$ cat src/rtl/eepw_pkg.sv
package eepw_pkg;
   localparam logic [7:0] OP_UNLOCK  = 8'h06;
   localparam logic [7:0] OP_PROGRAM = 8'h02;
   localparam logic [7:0] OP_STATUS  = 8'h05;
   localparam int         HI_ADDR_OP_BIT = 3;
   localparam int         BUSY_FLAG_BIT  = 0;

   typedef enum logic [1:0] {ST_IDLE, ST_GAP, ST_FRAME} wr_state_t;
   typedef enum logic [1:0] {FK_UNLOCK, FK_PROGRAM, FK_STATUS} frame_kind_t;
endpackage

$ cat src/rtl/eepw_sat_timer.sv
module eepw_sat_timer #(
   parameter int LIMIT = 16
) (
   input  logic                         clk,
   input  logic                         rst_n,
   input  logic                         clear_i,
   output logic [$clog2(LIMIT+1)-1:0]   count_o
);
   localparam int W = $clog2(LIMIT + 1);

   if (LIMIT < 1) begin : g_chk
      $error("eepw_sat_timer: LIMIT must be at least 1");
   end

   always_ff @(posedge clk) begin
      if (!rst_n || clear_i) begin
         count_o <= '0;
      end else if (count_o < W'(LIMIT)) begin
         count_o <= count_o + 1'b1;
      end
   end
endmodule

$ cat src/rtl/eepw_spi_byte.sv
module eepw_spi_byte #(
   parameter int SCK_HALF = 2
) (
   input  logic       clk,
   input  logic       rst_n,
   input  logic       go_i,
   input  logic [7:0] tx_i,
   input  logic       miso_i,
   output logic       idle_o,
   output logic       done_o,
   output logic [7:0] rx_o,
   output logic       sck_o,
   output logic       mosi_o
);
   logic       active;
   logic       tick;
   logic [2:0] bit_cnt;
   logic [7:0] tx_sh;
   logic [7:0] rx_sh;

   if (SCK_HALF < 1) begin : g_chk
      $error("eepw_spi_byte: SCK_HALF must be at least 1");
   end

   if (SCK_HALF == 1) begin : g_fast
      assign tick = active;
   end else begin : g_div
      localparam int HW = $clog2(SCK_HALF);
      logic [HW-1:0] half_cnt;
      always_ff @(posedge clk) begin
         if (!rst_n || !active || tick) begin
            half_cnt <= '0;
         end else begin
            half_cnt <= half_cnt + 1'b1;
         end
      end
      assign tick = active && (half_cnt == HW'(SCK_HALF - 1));
   end

   always_ff @(posedge clk) begin
      if (!rst_n) begin
         active  <= 1'b0;
         bit_cnt <= '0;
         tx_sh   <= '0;
         rx_sh   <= '0;
         sck_o   <= 1'b0;
         done_o  <= 1'b0;
      end else begin
         done_o <= 1'b0;
         if (!active) begin
            if (go_i) begin
               active  <= 1'b1;
               tx_sh   <= tx_i;
               bit_cnt <= '0;
               sck_o   <= 1'b0;
            end
         end else if (tick) begin
            if (!sck_o) begin
               sck_o <= 1'b1;
               rx_sh <= {rx_sh[6:0], miso_i};
            end else begin
               sck_o <= 1'b0;
               if (bit_cnt == 3'd7) begin
                  active <= 1'b0;
                  done_o <= 1'b1;
               end else begin
                  bit_cnt <= bit_cnt + 1'b1;
                  tx_sh   <= {tx_sh[6:0], 1'b0};
               end
            end
         end
      end
   end

   assign idle_o = !active;
   assign mosi_o = active & tx_sh[7];
   assign rx_o   = rx_sh;
endmodule

$ cat src/rtl/eeprom_page_writer.sv
module eeprom_page_writer
   import eepw_pkg::*;
#(
   parameter int MEM_BYTES  = 512,
   parameter int PAGE_BYTES = 16,
   parameter int SCK_HALF   = 2,
   parameter int CS_GAP     = 4,
   parameter int POLL_GAP   = 64,
   parameter int TWC_CLKS   = 50000,
   parameter int RETRY_MAX  = 3
) (
   input  logic                                    clk,
   input  logic                                    rst_n,
   input  logic                                    start_i,
   input  logic [$clog2(MEM_BYTES/PAGE_BYTES)-1:0] page_i,
   input  logic [PAGE_BYTES*8-1:0]                 data_i,
   output logic                                    busy_o,
   output logic                                    done_o,
   output logic                                    bad_o,
   output logic                                    sck_o,
   output logic                                    cs_n_o,
   output logic                                    mosi_o,
   input  logic                                    miso_i
);
   localparam int PAGE_CNT = MEM_BYTES / PAGE_BYTES;
   localparam int PG_W     = $clog2(PAGE_CNT);
   localparam int OFS_W    = $clog2(PAGE_BYTES);
   localparam int ADDR_W   = $clog2(MEM_BYTES);
   localparam int TMO      = 2 * TWC_CLKS;
   localparam int TMO_W    = $clog2(TMO + 1);
   localparam int GAP_W    = $clog2(POLL_GAP + 1);
   localparam int IDX_W    = $clog2(PAGE_BYTES + 2);
   localparam int RT_W     = $clog2(RETRY_MAX + 2);

   if (MEM_BYTES > 512 || (MEM_BYTES & (MEM_BYTES - 1)) != 0) begin : g_chk_mem
      $error("eeprom_page_writer: MEM_BYTES must be a power of two no larger than 512");
   end
   if (PAGE_BYTES < 2 || (PAGE_BYTES & (PAGE_BYTES - 1)) != 0 || MEM_BYTES < 2 * PAGE_BYTES) begin : g_chk_page
      $error("eeprom_page_writer: PAGE_BYTES must be a power of two, at least 2, and at most half of MEM_BYTES");
   end
   if (CS_GAP < 1 || POLL_GAP < CS_GAP) begin : g_chk_gap
      $error("eeprom_page_writer: need 1 <= CS_GAP <= POLL_GAP");
   end
   if (TWC_CLKS < 1 || RETRY_MAX < 0) begin : g_chk_retry
      $error("eeprom_page_writer: TWC_CLKS must be positive and RETRY_MAX non-negative");
   end

   wr_state_t       st;
   frame_kind_t     fk, nk;
   logic [IDX_W-1:0] idx, last_idx;
   logic            issue;
   logic            gap_long;
   logic [RT_W-1:0] rt_cnt;
   logic [PG_W-1:0] page_q;
   logic            done_q, bad_q;
   logic [7:0]      pbuf [PAGE_BYTES];

   logic            take;
   logic            sh_go, sh_idle, sh_done;
   logic [7:0]      sh_rx, tx_byte;
   logic [TMO_W-1:0] tmo_cnt;
   logic [GAP_W-1:0] gap_cnt, gap_lim;
   logic            timed_out, gap_done;
   logic [8:0]      addr_full;
   logic [7:0]      op_prog;
   logic [OFS_W-1:0] dsel;

   assign take = (st == ST_IDLE) && start_i;

   for (genvar k = 0; k < PAGE_BYTES; k++) begin : g_buf
      always_ff @(posedge clk) begin
         if (!rst_n) begin
            pbuf[k] <= '0;
         end else if (take) begin
            pbuf[k] <= data_i[8*k +: 8];
         end
      end
   end

   assign addr_full = 9'(page_q) << OFS_W;

   if (ADDR_W > 8) begin : g_hi_addr
      always_comb begin
         op_prog = OP_PROGRAM;
         op_prog[HI_ADDR_OP_BIT] = addr_full[8];
      end
   end else begin : g_lo_addr
      assign op_prog = OP_PROGRAM;
   end

   assign dsel = OFS_W'(idx - IDX_W'(2));

   always_comb begin
      tx_byte  = 8'h00;
      last_idx = '0;
      unique case (fk)
         FK_UNLOCK: begin
            tx_byte  = OP_UNLOCK;
            last_idx = '0;
         end
         FK_STATUS: begin
            tx_byte  = (idx == '0) ? OP_STATUS : 8'h00;
            last_idx = IDX_W'(1);
         end
         default: begin
            last_idx = IDX_W'(PAGE_BYTES + 1);
            if (idx == '0)           tx_byte = op_prog;
            else if (idx == IDX_W'(1)) tx_byte = addr_full[7:0];
            else                      tx_byte = pbuf[dsel];
         end
      endcase
   end

   eepw_sat_timer #(.LIMIT(TMO)) u_tmo (
      .clk     (clk),
      .rst_n   (rst_n),
      .clear_i ((st == ST_IDLE) || ((st == ST_FRAME) && (fk == FK_PROGRAM))),
      .count_o (tmo_cnt)
   );

   eepw_sat_timer #(.LIMIT(POLL_GAP)) u_gap (
      .clk     (clk),
      .rst_n   (rst_n),
      .clear_i (st != ST_GAP),
      .count_o (gap_cnt)
   );

   assign timed_out = (tmo_cnt >= TMO_W'(TMO));
   assign gap_lim   = gap_long ? GAP_W'(POLL_GAP) : GAP_W'(CS_GAP);
   assign gap_done  = (gap_cnt >= gap_lim);
   assign sh_go     = (st == ST_FRAME) && issue && sh_idle;

   eepw_spi_byte #(.SCK_HALF(SCK_HALF)) u_shift (
      .clk    (clk),
      .rst_n  (rst_n),
      .go_i   (sh_go),
      .tx_i   (tx_byte),
      .miso_i (miso_i),
      .idle_o (sh_idle),
      .done_o (sh_done),
      .rx_o   (sh_rx),
      .sck_o  (sck_o),
      .mosi_o (mosi_o)
   );

   always_ff @(posedge clk) begin
      if (!rst_n) begin
         st       <= ST_IDLE;
         fk       <= FK_UNLOCK;
         nk       <= FK_UNLOCK;
         idx      <= '0;
         issue    <= 1'b0;
         gap_long <= 1'b0;
         rt_cnt   <= '0;
         page_q   <= '0;
         done_q   <= 1'b0;
         bad_q    <= 1'b0;
      end else begin
         done_q <= 1'b0;
         unique case (st)
            ST_IDLE: begin
               if (start_i) begin
                  page_q   <= page_i;
                  rt_cnt   <= '0;
                  nk       <= FK_UNLOCK;
                  gap_long <= 1'b0;
                  bad_q    <= 1'b0;
                  st       <= ST_GAP;
               end
            end
            ST_GAP: begin
               if (gap_done) begin
                  st    <= ST_FRAME;
                  fk    <= nk;
                  idx   <= '0;
                  issue <= 1'b1;
               end
            end
            default: begin
               if (sh_go) issue <= 1'b0;
               if (sh_done) begin
                  if (idx != last_idx) begin
                     idx   <= idx + 1'b1;
                     issue <= 1'b1;
                  end else begin
                     st <= ST_GAP;
                     unique case (fk)
                        FK_UNLOCK: begin
                           nk       <= FK_PROGRAM;
                           gap_long <= 1'b0;
                        end
                        FK_PROGRAM: begin
                           nk       <= FK_STATUS;
                           gap_long <= 1'b1;
                        end
                        default: begin
                           if (!sh_rx[BUSY_FLAG_BIT]) begin
                              st     <= ST_IDLE;
                              done_q <= 1'b1;
                              bad_q  <= 1'b0;
                           end else if (!timed_out) begin
                              nk       <= FK_STATUS;
                              gap_long <= 1'b1;
                           end else if (rt_cnt == RT_W'(RETRY_MAX)) begin
                              st     <= ST_IDLE;
                              done_q <= 1'b1;
                              bad_q  <= 1'b1;
                           end else begin
                              rt_cnt   <= rt_cnt + 1'b1;
                              nk       <= FK_UNLOCK;
                              gap_long <= 1'b0;
                           end
                        end
                     endcase
                  end
               end
            end
         endcase
      end
   end

   assign busy_o = (st != ST_IDLE);
   assign cs_n_o = (st != ST_FRAME);
   assign done_o = done_q;
   assign bad_o  = done_q & bad_q;
endmodule

$ cat config.mk
export PLATFORM = sky130hd
export DESIGN_NAME = eeprom_page_writer
export DESIGN_NICKNAME = d
export VERILOG_FILES = /design/src/rtl/eepw_pkg.sv /design/src/rtl/eepw_sat_timer.sv /design/src/rtl/eepw_spi_byte.sv /design/src/rtl/eeprom_page_writer.sv
export SDC_FILE = /design/constraint.sdc
export NUM_CORES = 1
export LEC_CHECK = 0
export BUFFER_PORTS_ARGS = -buffer_cell sky130_fd_sc_hd__buf_2
export CAP_MARGIN = 20
export CORE_MARGIN = 4
export CORE_UTILIZATION = 53
export DETAILED_ROUTE_END_ITERATION = 16
export PLACE_DENSITY_LB_ADDON = 0.2
export SYNTH_ARGS = -nofsm -noshare
export SYNTH_HDL_FRONTEND = slang
export SYNTH_SLANG_ARGS = --single-unit
$ cat constraint.sdc
create_clock -name clk -period 7.7 [get_ports clk]
set_clock_uncertainty 0.05 [all_clocks]
set_input_delay 1.54 -clock clk [delete_from_list [all_inputs] [get_ports clk]]
set_output_delay 1.54 -clock clk [all_outputs]
set_load 0.02 [all_outputs]
Word-level counts from Yosys, hierarchy flattened:

Memories as Yosys holds them, arrays and structs flattened.
Cells that the tools add are included.
Widths: inputs -> output; s select.

* add/sub/neg operators: 7
* multipliers: 0
* div/mod/pow operators: 0
* magnitude comparators: 4
* equal/unequal tests: 22
* shifts and indexed selects: 0
* muxes and demuxes: 98
* bitwise operators: 23
* reductions and logical operators: 38

Operators with widths (count)
* $mux 8: 23
* $mux 3: 13
* $mux 1: 37
* $mux 2: 10
* $pmux 5 s2: 2
* $add 17x1->17 const B: 1
* $ge 17x17->1 const B: 1
* $lt 17x17->1 const B: 1
* $or 1x1->1: 16
* $pmux 8 s2: 1
* $reduce_and 4->1: 4
* $mux 5: 3
* $ne 2x2->1 const B: 7
* $reduce_bool 2->1: 7
* $pmux 2 s2: 3
* $pmux 1 s2: 4
* $reduce_and 2->1: 4
* $reduce_and 8->1: 1
* $add 7x1->7 const B: 1
* $ge 7x7->1: 1
* $lt 7x7->1 const B: 1
* $mux 7: 1
* $reduce_and 7->1: 1
* $reduce_or 7->1: 1
* other kinds (27): 48

* register bits after elaboration: 63
* latch bits: 0
* bits in writable memories: 128
* ROM bits: 0
* word-level logic and storage cells: 212
* memories: 1

Memory list
* pbuf: depth 16, width 8, read ports 1, clocked after Yosys merged registers in 0, wr ports 16, RTL line eeprom_page_writer.sv:56 `logic [7:0] pbuf [PAGE_BYTES];`

Logic depth before layout (Yosys ltp):

* depth in word-level cells: 8
* depth in mapped cells: 11

Hierarchy:

A second synthesis with hierarchy kept.

* cells, all modules: 756
* area, all modules: 9366.5 um2

By module, submodules not included
* eeprom_page_writer: instances 1, cells an instance 528, area each 7180.6 um2
* eepw_spi_byte: instances 1, cells an instance 93, area each 972.2 um2
* eepw_sat_timer at u_tmo: instances 1, cells an instance 106, area each 910.9 um2
* eepw_sat_timer at u_gap: instances 1, cells an instance 29, area each 302.8 um2

Worst setup path after synthesis:

Ideal clock, no wire load.

* path type: input -> register
* start: input port rst_n
* end: memory pbuf[0][0], enable pin
* setup time: 1108 ps
* arrival time: 4458 ps
* data required time: 6542 ps
* slack: 2084 ps
* cell stages on the path: 4
* path buffers: 3
* cells stage by stage: clkbuf_1 -> clkbuf_1 -> clkbuf_1 -> nand2_1

RTL lines
* start, declared: RTL line eeprom_page_writer.sv:13 `input logic rst_n,`
* end, declared: RTL line eeprom_page_writer.sv:56

==> results.md <==
- Static power due to leakage: 4.32 nW
- Synthesized netlist cell count: 753
- Buffers on Ports: 142
- Layout cells sized above 1: 0.250
- Top flip-flop cell by instance count after synthesis: edfxtp_1
- Overflow after GRT: 0
- Highest clock rate: 0.290 GHz
- Relative slew slack: 0.271
- Power density over the cells: 209 nW/µm²
- Final setup vio count: 0
- Width of the chip: 138 µm
- Synth Cell Area: 8910 µm²
- Vias in the first global route: 6,160
- Gr usage total: 0.212
- Number of top-level pins: 143
- Number of nets with antenna violations after routing: 0
- Root Driver: clkbuf_16
- Chip Height: 138 µm
- Minimum clock period: 3450 ps
- Average vias per placed instance: 5.67
- Worst IR Drop VDD: 0.000156 V
- Post-cts sizing count: 0
- Cell chain of the critical path: buf_2, nand2_1, nand2_4, buf_4
- Post-CTS Setup Repair Bufs: 0
- Seq. cell area: 5090 µm²
- Status: finished, final reports clean
- Final hold violation count: 0
- DRC violations left: 0
- Wire length of the first global-routing pass: 30,900 µm
- Maximum fanout along the worst path: 76
- Total die area: 19,000 µm²
- Fin crit share: 0.448
- Initial Utilization: 0.539
- Crit path max-delay cell type: buf_4
- Crit path buffers/inverters: 2
- Number of antenna violations at the first check in global routing: 0
- Number of iterations in the first detailed-routing pass: 5
- Max-slew violations: 0
- Synthesis Warnings: 0
- Routed Wire Length: 19,500 µm
- Iteration-0 DRC Markers: 469
- CP Class: in2reg
- Number of enable-type register cells in the synthesized netlist: 128
- Post-detailed-route wirelength per cell: 17.8 µm
- Max-cap violations: 0
- CTS sink count: 190
- Post-layout instance area: 10,300 µm²
- Seq cells post-synth: 190
- Gp weighted congestion: 0.868
- Final HPWL DP: 13,400 µm
- Worst hold path type: reg2reg
- Fill cell total of the finished layout: 1,297
- CTS tree: built
- Relative area change from synthesis to final layout: 15.7%
- Via total after detailed routing: 6,211
- Ant. Diodes: 0
- Net count after synthesis: 905
- Hold Buf Count CTS: 0
- Worst path arrival time: 3460 ps
- CTS HTree Levels: 4
- Max stage delay on crit path: 810 ps
- Footprint of the multi-input gates: 3510 µm²
- Crit path required time: 7700 ps
- Capturing element type of the critical path: register
- Clock buffer count from CTS: 17
- Placement-stage cell area: 9720 µm²
- Share of flip-flops with an asynchronous set or reset: 0
- Skew-Pair Late Insertion Delay: 430 ps
- Clock-pin slew of the registers on the worst-case setup and hold paths: 70 ps
- Area inside the core boundary: 16,500 µm²
- Final net count: 1,014
- Largest net degree at the start of global routing: 149
- Synth unique cells: 62
- Clock Path Buffers: 2
- Slew @ Worst Pin: 1090 ps
- Synthesized area divided by synthesized cell count: 11.8 µm²
- Sequential-to-total area share from yosys stat: 0.570
- Setup TNS: 0 ps
- CP delay by family, top: simple AND/OR/NAND/NOR gates
- RSZ-0062 raised after global routing: no
- Rows: 47
- Startpoint class of the critical path: primary input
==> metal layers <==
layer  track usage  part of all wire
met1         0.288              0.43
met2         0.343              0.50
met3        0.0486             0.046
met4        0.0648             0.018
met5             0                 0
==> cell usage in the layout (no fill, tap or decap), drive strengths merged, types with 4 or more instances in the layout <==
master,n
nor2,45
nor3,6
xnor2,21
nor2b,4
a221oi,4
a2111oi,4
a211oi,14
clkinv,4
xor2,5
a21boi,4
dfxtp,62
mux4,29
clkbuf,19
buf,149
mux2i,13
nand2,61
a21oi,21
nand3,33
inv,28
ha,15
a31oi,7
o21ai,13
edfxtp,128
and3,134
nand4,7
and2,7
nand4b,4
==> Yosys cell counts (3+ instances only) <==
library cell  number  area, µm²
o21ai_1            6       30.0
buf_2              9       45.0
nand4_1            6       37.5
nor2_1            45        169
nand2_1           61        229
nor2b_1            4       25.0
clkbuf_1          45        169
ha_1              15        188
mux2i_1           13        130
nor4_1             3       18.8
mux4_2            29        653
edfxtp_1         128       3840
nand3_1           32        160
o21ai_0            7       35.0
nand4b_1           4       35.0
nor3_1             6       30.0
and3_1           134        838
xnor2_1           20        175
and2_1             7       43.8
dfxtp_1           62       1240
inv_1             20       75.1
xor2_1             5       43.8
a31oi_1            7       43.8
a211oi_1          13       97.6
a21oi_1           20        100
a21boi_0           3       22.5
a221oi_1           4       35.0
==> kinds of logic after synthesis <==
| group | after synthesis | share of synthesized area |
|---|---|---|
| AO/OA/AOI/OAI | 83 | 0.0641 |
| XOR/XNOR | 26 | 0.0264 |
| adder cells (fa/ha/maj) | 15 | 0.0211 |
| buffers and inverters | 80 | 0.0375 |
| flip-flops | 190 | 0.570 |
| multiplexers | 43 | 0.0891 |
| AND/OR/NAND/NOR | 316 | 0.191 |
==> where the power goes <==
part	leakage (nW)	total [W]	switching (W)	internal, W
logic	2.15	0.000142	0.0000779	0.0000645
clock network	0.275	0.000846	0.000391	0.000455
registers	1.89	0.00117	0.0000171	0.00115
==> final timing paths <==
kind | end | start | cells after the start | slack, ps
max | pbuf[5][1]$_SDFFCE_PN0P_ | start_i | 4 | 4250
min | u_shift.bit_cnt[1]$_SDFFE_PN0P_ | u_shift.bit_cnt[1]$_SDFFE_PN0P_ | 2 | 410
max reg2reg | u_shift.tx_sh[3]$_SDFFE_PN0P_ | idx[0]$_SDFFE_PN0P_ | 7 | 4530
min reg2reg | u_shift.bit_cnt[1]$_SDFFE_PN0P_ | u_shift.bit_cnt[1]$_SDFFE_PN0P_ | 2 | 410
==> through the flow <==
stage	util	total power, W	cells	setup WS (ps)	hold WS [ps]
2_1_floorplan	-	0.00128	753	2080	386
3_3_place_gp	0.586	0.00133	1060	3910	392
6_report	0.624	0.00216	1095	4250	415
3_5_place_dp	0.588	0.00134	1061	3790	403
4_1_cts	0.622	0.00218	1093	4240	413
5_1_grt	0.624	0.00224	1095	4090	440
==> cell type report <==
class | instances | area share
clock buffers | 19 | 0.0420
clock inverters | 13 | 0.0126
inverters | 21 | 0.00764
multi-input cells | 483 | 0.340
flip-flops and latches | 190 | 0.493
well taps | 220 | 0.0267
repair buffers | 149 | 0.0781
==> worst min-delay path: cells and delay by family, from the launching register on <==
kind | cells | cell delay [ps]
AOI/OAI and AO/OA | 1 | 50
DFF | 1 | 320
and+or+nand+nor | 1 | 50
==> flip-flops by register name, summed over array words and instances, names as in the netlist, 2 cells and up <==
register / count
pbuf: 128
u_tmo.count_o: 17
u_shift.tx_sh: 8
u_gap.count_o: 7
idx: 5
page_q: 5
rt_cnt: 3
u_shift.bit_cnt: 3
fk: 2
nk: 2
st: 2
Note: power is estimated with default switching activity, not from simulation.
